**config.mk**
```make
export PLATFORM = sky130hd
export DESIGN_NAME = branch_target_gen
export DESIGN_NICKNAME = d
export VERILOG_FILES = /design/src/rtl/bta_pkg.sv /design/src/rtl/bta_rel_target.sv /design/src/rtl/bta_reg_align.sv /design/src/rtl/bta_mode_clip.sv /design/src/rtl/branch_target_gen.sv
export SDC_FILE = /design/constraint.sdc
export NUM_CORES = 1
export LEC_CHECK = 0
export ABC_AREA = 1
export BUFFER_PORTS_ARGS = -buffer_cell sky130_fd_sc_hd__buf_2
export CAP_MARGIN = 20
export CORE_AREA = 2 2 183 185
export DETAILED_ROUTE_END_ITERATION = 8
export DIE_AREA = 0 0 185 187
export GPL_TIMING_DRIVEN = 0
export PLACE_DENSITY = 0.59
export SLEW_MARGIN = 20
export SYNTH_ARGS = -nofsm -noshare
export SYNTH_HDL_FRONTEND = slang
export SYNTH_SLANG_ARGS = --single-unit
```
**constraint.sdc**
```tcl
create_clock -name clk -period 2.19 [get_ports clk]
set_clock_uncertainty 0.15 [all_clocks]
set_input_delay 0.219 -clock clk [delete_from_list [all_inputs] [get_ports clk]]
set_output_delay 0.219 -clock clk [all_outputs]
set_load 0.01 [all_outputs]
```
**src/rtl/bta_pkg.sv**
```systemverilog
package bta_pkg;
    typedef enum logic [1:0] {
        KIND_UNCOND = 2'd0,
        KIND_COND   = 2'd1,
        KIND_REG    = 2'd2,
        KIND_SEQ    = 2'd3
    } br_kind_e;
endpackage

```
**src/rtl/bta_rel_target.sv**
```systemverilog
module bta_rel_target #(
    parameter int ADDR_W = 64
) (
    input  logic [ADDR_W-1:0] pc,
    input  logic [ADDR_W-1:0] disp,
    input  logic              abs_sel,
    output logic [ADDR_W-1:0] tgt
);
    logic [ADDR_W-1:0] sum;

    always_comb begin
        sum = pc + disp;
        tgt = abs_sel ? disp : sum;
    end
endmodule

```
**src/rtl/bta_reg_align.sv**
```systemverilog
module bta_reg_align #(
    parameter int ADDR_W     = 64,
    parameter int ALIGN_BITS = 2
) (
    input  logic [ADDR_W-1:0] raw,
    output logic [ADDR_W-1:0] aligned
);
    localparam logic [ADDR_W-1:0] LOW_MASK = ADDR_W'((64'd1 << ALIGN_BITS) - 64'd1);

    always_comb begin
        aligned = raw & ~LOW_MASK;
    end
endmodule

```
**src/rtl/bta_mode_clip.sv**
```systemverilog
module bta_mode_clip #(
    parameter int ADDR_W   = 64,
    parameter int NARROW_W = 32
) (
    input  logic [ADDR_W-1:0] raw,
    input  logic              wide_mode,
    output logic [ADDR_W-1:0] clipped
);
    logic [ADDR_W-1:0] keep_mask;

    generate
        if (NARROW_W < ADDR_W) begin : g_clip
            localparam logic [ADDR_W-1:0] NARROW_MASK =
                {{(ADDR_W-NARROW_W){1'b0}}, {NARROW_W{1'b1}}};
            always_comb begin
                keep_mask = wide_mode ? '1 : NARROW_MASK;
            end
        end else begin : g_pass
            always_comb begin
                keep_mask = '1;
            end
        end
    endgenerate

    always_comb begin
        clipped = raw & keep_mask;
    end
endmodule

```
**src/rtl/branch_target_gen.sv**
```systemverilog
module branch_target_gen #(
    parameter int ADDR_W      = 64,
    parameter int NARROW_W    = 32,
    parameter int ALIGN_BITS  = 2,
    parameter int INSTR_BYTES = 4
) (
    input  logic              clk,
    input  logic              rst_n,
    input  logic              in_valid,
    input  logic [ADDR_W-1:0] pc,
    input  logic [ADDR_W-1:0] disp,
    input  logic              abs_sel,
    input  logic [ADDR_W-1:0] reg_tgt,
    input  logic [1:0]        kind,
    input  logic              taken,
    input  logic              wide_mode,
    output logic              out_valid,
    output logic [ADDR_W-1:0] next_addr
);
    import bta_pkg::*;

    localparam logic [ADDR_W-1:0] STEP = ADDR_W'(INSTR_BYTES);

    typedef struct packed {
        logic              vld;
        logic [ADDR_W-1:0] addr;
    } state_t;

    state_t            st_d, st_q;
    logic [ADDR_W-1:0] disp_tgt;
    logic [ADDR_W-1:0] reg_aligned;
    logic [ADDR_W-1:0] seq_addr;
    logic [ADDR_W-1:0] pick;
    logic [ADDR_W-1:0] pick_clipped;
    br_kind_e          kind_e;

    bta_rel_target #(.ADDR_W(ADDR_W)) u_rel (
        .pc      (pc),
        .disp    (disp),
        .abs_sel (abs_sel),
        .tgt     (disp_tgt)
    );

    bta_reg_align #(.ADDR_W(ADDR_W), .ALIGN_BITS(ALIGN_BITS)) u_align (
        .raw     (reg_tgt),
        .aligned (reg_aligned)
    );

    bta_mode_clip #(.ADDR_W(ADDR_W), .NARROW_W(NARROW_W)) u_clip (
        .raw       (pick),
        .wide_mode (wide_mode),
        .clipped   (pick_clipped)
    );

    always_comb begin
        kind_e   = br_kind_e'(kind);
        seq_addr = pc + STEP;
        unique case (kind_e)
            KIND_UNCOND: pick = disp_tgt;
            KIND_COND:   pick = taken ? disp_tgt : seq_addr;
            KIND_REG:    pick = taken ? reg_aligned : seq_addr;
            default:     pick = seq_addr;
        endcase

        st_d     = st_q;
        st_d.vld = in_valid;
        if (in_valid) begin
            st_d.addr = pick_clipped;
        end
    end

    always_ff @(posedge clk) begin
        if (!rst_n) begin
            st_q <= '0;
        end else begin
            st_q <= st_d;
        end
    end

    assign out_valid = st_q.vld;
    assign next_addr = st_q.addr;
endmodule

```
After elaboration in Yosys (flattened, before gate mapping)
Index checks and enable logic that the tools add are counted.
W data, S select, Z words.
Word-level totals
  register bits after elaboration: 65
  bits in latches: 0
  memory bits (writable): 0
  memory bits (read-only): 0
  bits of input ports: 200
  output and inout bits: 65
  logic and storage cells: 13
  memories: 0
Operators by class
  $add $sub $neg: 2
  multiply operators: 0
  divide/modulo/power cells: 0
  order comparisons: 0
  equality and inequality tests: 2
  shifts and indexed selects: 0
  multiplexer cells: 5
  bitwise gates (word level): 1
  reduce and logical (&&, ||, !) cells: 1
Operator list (number)
  $mux W64: 4
  $pmux W64 S3: 1
  $add A64 B3 Y64 const B: 1
  $add A64 B64 Y64: 1
  $and A64 B64 Y64: 1
  $eq A2 B1 Y1 const B: 1
  $eq A2 B2 Y1 const B: 1
  $logic_not A2 Y1: 1

Depth between registers and ports, before layout
  depth in word-level cells: 5
  mapped depth: 20
  mapped depth without buffers: 20

Cells and area by module
A second synthesis with hierarchy kept.
Unflattened totals
  cells, all modules: 2549
  area total of the unflattened synthesis: 13146.4 µm²
Modules (own cells, without submodules)
  bta_rel_target: times used 1, cells each 1438, area each 6540.0 µm², sequential area each 0.0 µm²
  branch_target_gen: times used 1, cells each 947, area each 5607.9 µm², sequential area each 1301.2 µm²
  bta_mode_clip: times used 1, cells each 99, area each 514.2 µm², sequential area each 0.0 µm²
  bta_reg_align: times used 1, cells each 65, area each 484.2 µm², sequential area each 0.0 µm²

Worst setup path after synthesis
No wires, ideal clock.
  kind: in2reg
  from: input pc[0]
  to: register st_q, in the netlist next_addr[16]
  setup time: 0.116 ns
  arrival: 1.944 ns
  required time: 1.924 ns
  path slack: -0.020 ns
  stages: 17
  buffers on the path: 0
  cell sequence: ha_1 inv_1 fa_1 inv_1 nand3_1 nand2_1 inv_1 nor2_1 nor2_1 o21bai_1 inv_1 nand2_1 nand2_1 o21ai_0 o2111ai_1 o211ai_1 inv_1
Between the ends
  longest elaborated chain between the ends: 5
  elaborated cells on any way between the ends: 7
  classes of those cells: 2 x add/sub; 4 x mux; 1 x bitwise
RTL lines
  from (decl): RTL line branch_target_gen.sv:10  | input logic [ADDR_W-1:0] pc,
  $add A64 B64 Y64: RTL line bta_rel_target.sv:12  | sum = pc + disp;
  $mux W64: RTL line bta_rel_target.sv:13  | tgt = abs_sel ? disp : sum;
  $mux W64: RTL line branch_target_gen.sv:60  | KIND_COND: pick = taken ? disp_tgt : seq_addr;
  $pmux W64 S3 *: RTL line branch_target_gen.sv:58  | unique case (kind_e)
  $and A64 B64 Y64 *: RTL line bta_mode_clip.sv:26  | clipped = raw & keep_mask;
  to (signal assigned): RTL line branch_target_gen.sv:76  | st_q <= st_d;
  to (decl): RTL line branch_target_gen.sv:29  | state_t st_d, st_q;
Mark *: on every way between the ends. The rest lies on a longest branch, timed or not.
A chain may end at the register's enable or synchronous reset.

Worst setup path after layout
  from: input pc[29]
  to: register st_q, in the netlist next_addr[30]
Same word-level chain as after synthesis.

==> flow_summary.ini <==
[cells_and_area]
fillers = 3571
nets = 2739
area_growth_pct = 44.50
final_util_pct = 49.50
drive_gt1_share_pct = 33.88

[setup_path]
cp.arrival_ns = 2.34
max_stage_delay_ns = 0.29
crit_slowest_cell = o21ai_2
critPathRequiredTime_ns = 2.27
startpoint_type = input port
worst-path-stages = 13
rr_worst_depth = 4
worst-path-max-fanout = 4
crit_family = compound AO/OA/AOI/OAI gates
crit_type = in2reg
cp-end-kind = register
cp_cell_sequence = buf_4 > ha_4 > a21oi_1 > o21ai_2 > a21oi_2 > inv_1 > nor2_2 > nand2_4 > xor2_2 > o21ai_2 > o2111ai_4 > nand2_1 > inv_1
cp.buffers_inverters = 3

[clock_network]
clock_path_buffers = 2
tritoncts = yes
clk_latency_ns = 0.34
htreeDepth = 3
cts.clk_slew.worst_paths_ns = 0.06
cts_buffers = 9
cts_root_buf = clkbuf_16
numClockSinks = 65

[run_status]
outcome = complete, but fails checks
violations = negative setup slack

[drt]
drc = 0
detail-route-antenna-nets = 0
via_count = 16100
totalWireLength_um = 62500
wl_met3_um = 5699
top_layer_used = met5
drt_first_iter_violations = 1496
wire_per_inst_um = 21.35
wl_met2_um = 27260
vias_per_cell = 5.500
drtPass1Iterations = 6
wl_met1_um = 25030

[sta]
finalHoldViolCount = 0
slew_headroom_pct = 32.07
slew_viol_final = 0
finalCriticalPeriod_ns = 2.259
clock.fmax_mhz = 442.6
grt_setup_unrepaired = true
postLayoutSetupSlackWorst_ns = -0.06924
setup_tns_ns = -0.1920
hold_ws_ns = 0.03800
finalSetupViolations = 7
period_share_pct = 103.2
tightest_slew_ns = 1.019

[placement]
post-place-ws_ns = -1.421
gp_congestion = 1.010
port_buffers = 259
dp_hpwl_um = 51650

[grt]
grt_max_degree = 12
grt_util_all_layers_pct = 34.59
grt_pass1_vias = 15170
antenna_found_initial = 4
grt_pass1_wl_um = 89100
grt-ovfl-total = 0

[logic_synthesis]
avgSynthCellArea_um2 = 5.215
yosysWarnings = 0
synth-seq-cells = 65
synth_cell_type_count = 50
synth_nets = 2424
synthArstFlopShare_pct = 0
synth.cell_area_um2 = 11260
ys.flop_type = dfxtp_1
yosysSeqAreaShare_pct = 11.56
synth_edf_count = 0
synthCells = 2159

[floorplanning]
fp.dieW_um = 185
die_y_um = 187
coreArea_um2 = 32860
start_util_pct = 34.26
top_level_ports = 265
rows = 67
die_area_um2 = 34600

[job]
maxCapViolCount = 0

[power_and_ir_drop]
power_density_nw_per_um2 = 387.7
total_power_mw = 6.307
p_leak_nw = 7.489
irDropWorstVdd_mv = 0.3755

[hold_path]
min_path_type = in2reg
worstHoldPathCells = 3
-- per-stage QoR --
stage / cells / cell area (um2)
after CTS: 2896 / 14850
after detailed placement: 2866 / 13120
after floorplan: 2159 / 11260
final: 2928 / 16270
after global routing: 2927 / 16270
after global placement: 2866 / 13120
-- layout by cell type, fill, tap and decap left out, types with 10 or more instances in the layout --
cell	instances
o211ai_1	33
inv_1	296
inv_2	23
buf_4	57
buf_2	238
nor2_2	61
nor2_4	36
nor3_1	26
clkbuf_2	10
nand4_1	34
nand2_2	109
nand2_1	509
xor2_1	22
nand3_1	119
nor2_1	262
a21oi_2	49
or2_2	11
clkbuf_4	12
a21oi_4	14
o21ai_1	25
ha_4	61
nand3_2	45
o21ai_0	69
a21oi_1	63
o2111ai_1	17
nand2_4	21
dfxtp_1	65
clkbuf_1	30
o21bai_1	13
o21ai_2	27
nand3b_1	11
-- metal layers --
layer | up-vias | global-route usage, %
li1 | 7634 | -
met1 | 7416 | 43.62
met2 | 853 | 54.88
met3 | 194 | 6.367
met4 | 6 | 20.02
met5 | - | 0
-- worst reg2reg max path, cell delays in order (launching register included) --
cell	delay, ns
dfxtp_1	0.30
nor2_1	0.08
nor2_1	0.05
o21ai_0	0.07
inv_1	0.05
-- Yosys cell counts, types with 7 or more instances --
cell | count | share of area [%]
inv_1 | 316 | 11
o211ai_1 | 33 | 2.2
o21bai_1 | 17 | 1.1
nor4_1 | 7 | 0.39
nor3_1 | 36 | 1.6
o2111ai_1 | 21 | 1.6
nand3_2 | 7 | 0.62
nand2_1 | 629 | 21
nand2_2 | 7 | 0.39
nand4_1 | 34 | 1.9
nand3_1 | 161 | 7.2
a21oi_1 | 124 | 5.5
nand3b_1 | 11 | 0.73
nor2_1 | 348 | 12
or2_2 | 11 | 0.61
dfxtp_1 | 65 | 12
clkbuf_1 | 38 | 1.3
o21ai_0 | 120 | 5.3
a31oi_1 | 7 | 0.39
ha_1 | 64 | 7.1
xor2_1 | 24 | 1.9
-- report_power, final --
part / internal [mW] / leakage, nW / switching [mW]
combinational: 1.35 / 6.83 / 2.38
sequential: 1.26 / 0.535 / 0.0397
clock: 0.756 / 0.128 / 0.525
total: 3.37 / 7.49 / 2.94
-- kinds of logic after synthesis --
family          synth area share [%]
compound gates                 18.12
flops                          11.56
xor+xnor                       2.334
buf+inv                        12.83
simple gates                   47.88
fa+ha+maj                      7.291
-- sequential cells by signal (all words and copies together), names as in the netlist --
name / cells
next_addr: 64
out_valid: 1
-- final cells by class --
type	count	area (um2)	share of cell area, %
diodes	1	2.502	0.01538
flip-flops and latches	65	1301	7.999
plain buffers	53	250.2	1.538
clock buffers	10	229.0	1.407
repair buffers	304	1729	10.63
inverters	322	1215	7.468
multi-input cells	1719	10950	67.28
well taps	448	560.5	3.446
clock inverters	6	35.03	0.2154
-- timing repair --
action | 4_1_cts | 5_1_grt
hold buffers | 1 | 0
gates resized for setup | 307 | 357
buffers inserted | 13 | 31
endpoints found under the hold margin | 1 | 0
pin swaps | 52 | 151
endpoints found under the setup margin | 60 | 58
-- final timing paths --
kind | start | end | slack [ns]
max reg2reg | next_addr[6] | next_addr[6] | 1.38
min reg2reg | next_addr[61] | next_addr[61] | 0.31
max | pc[29] | next_addr[30] | -0.07
min | pc[1] | next_addr[1] | 0.04
Note: power is estimated with default switching activity, not from simulation.
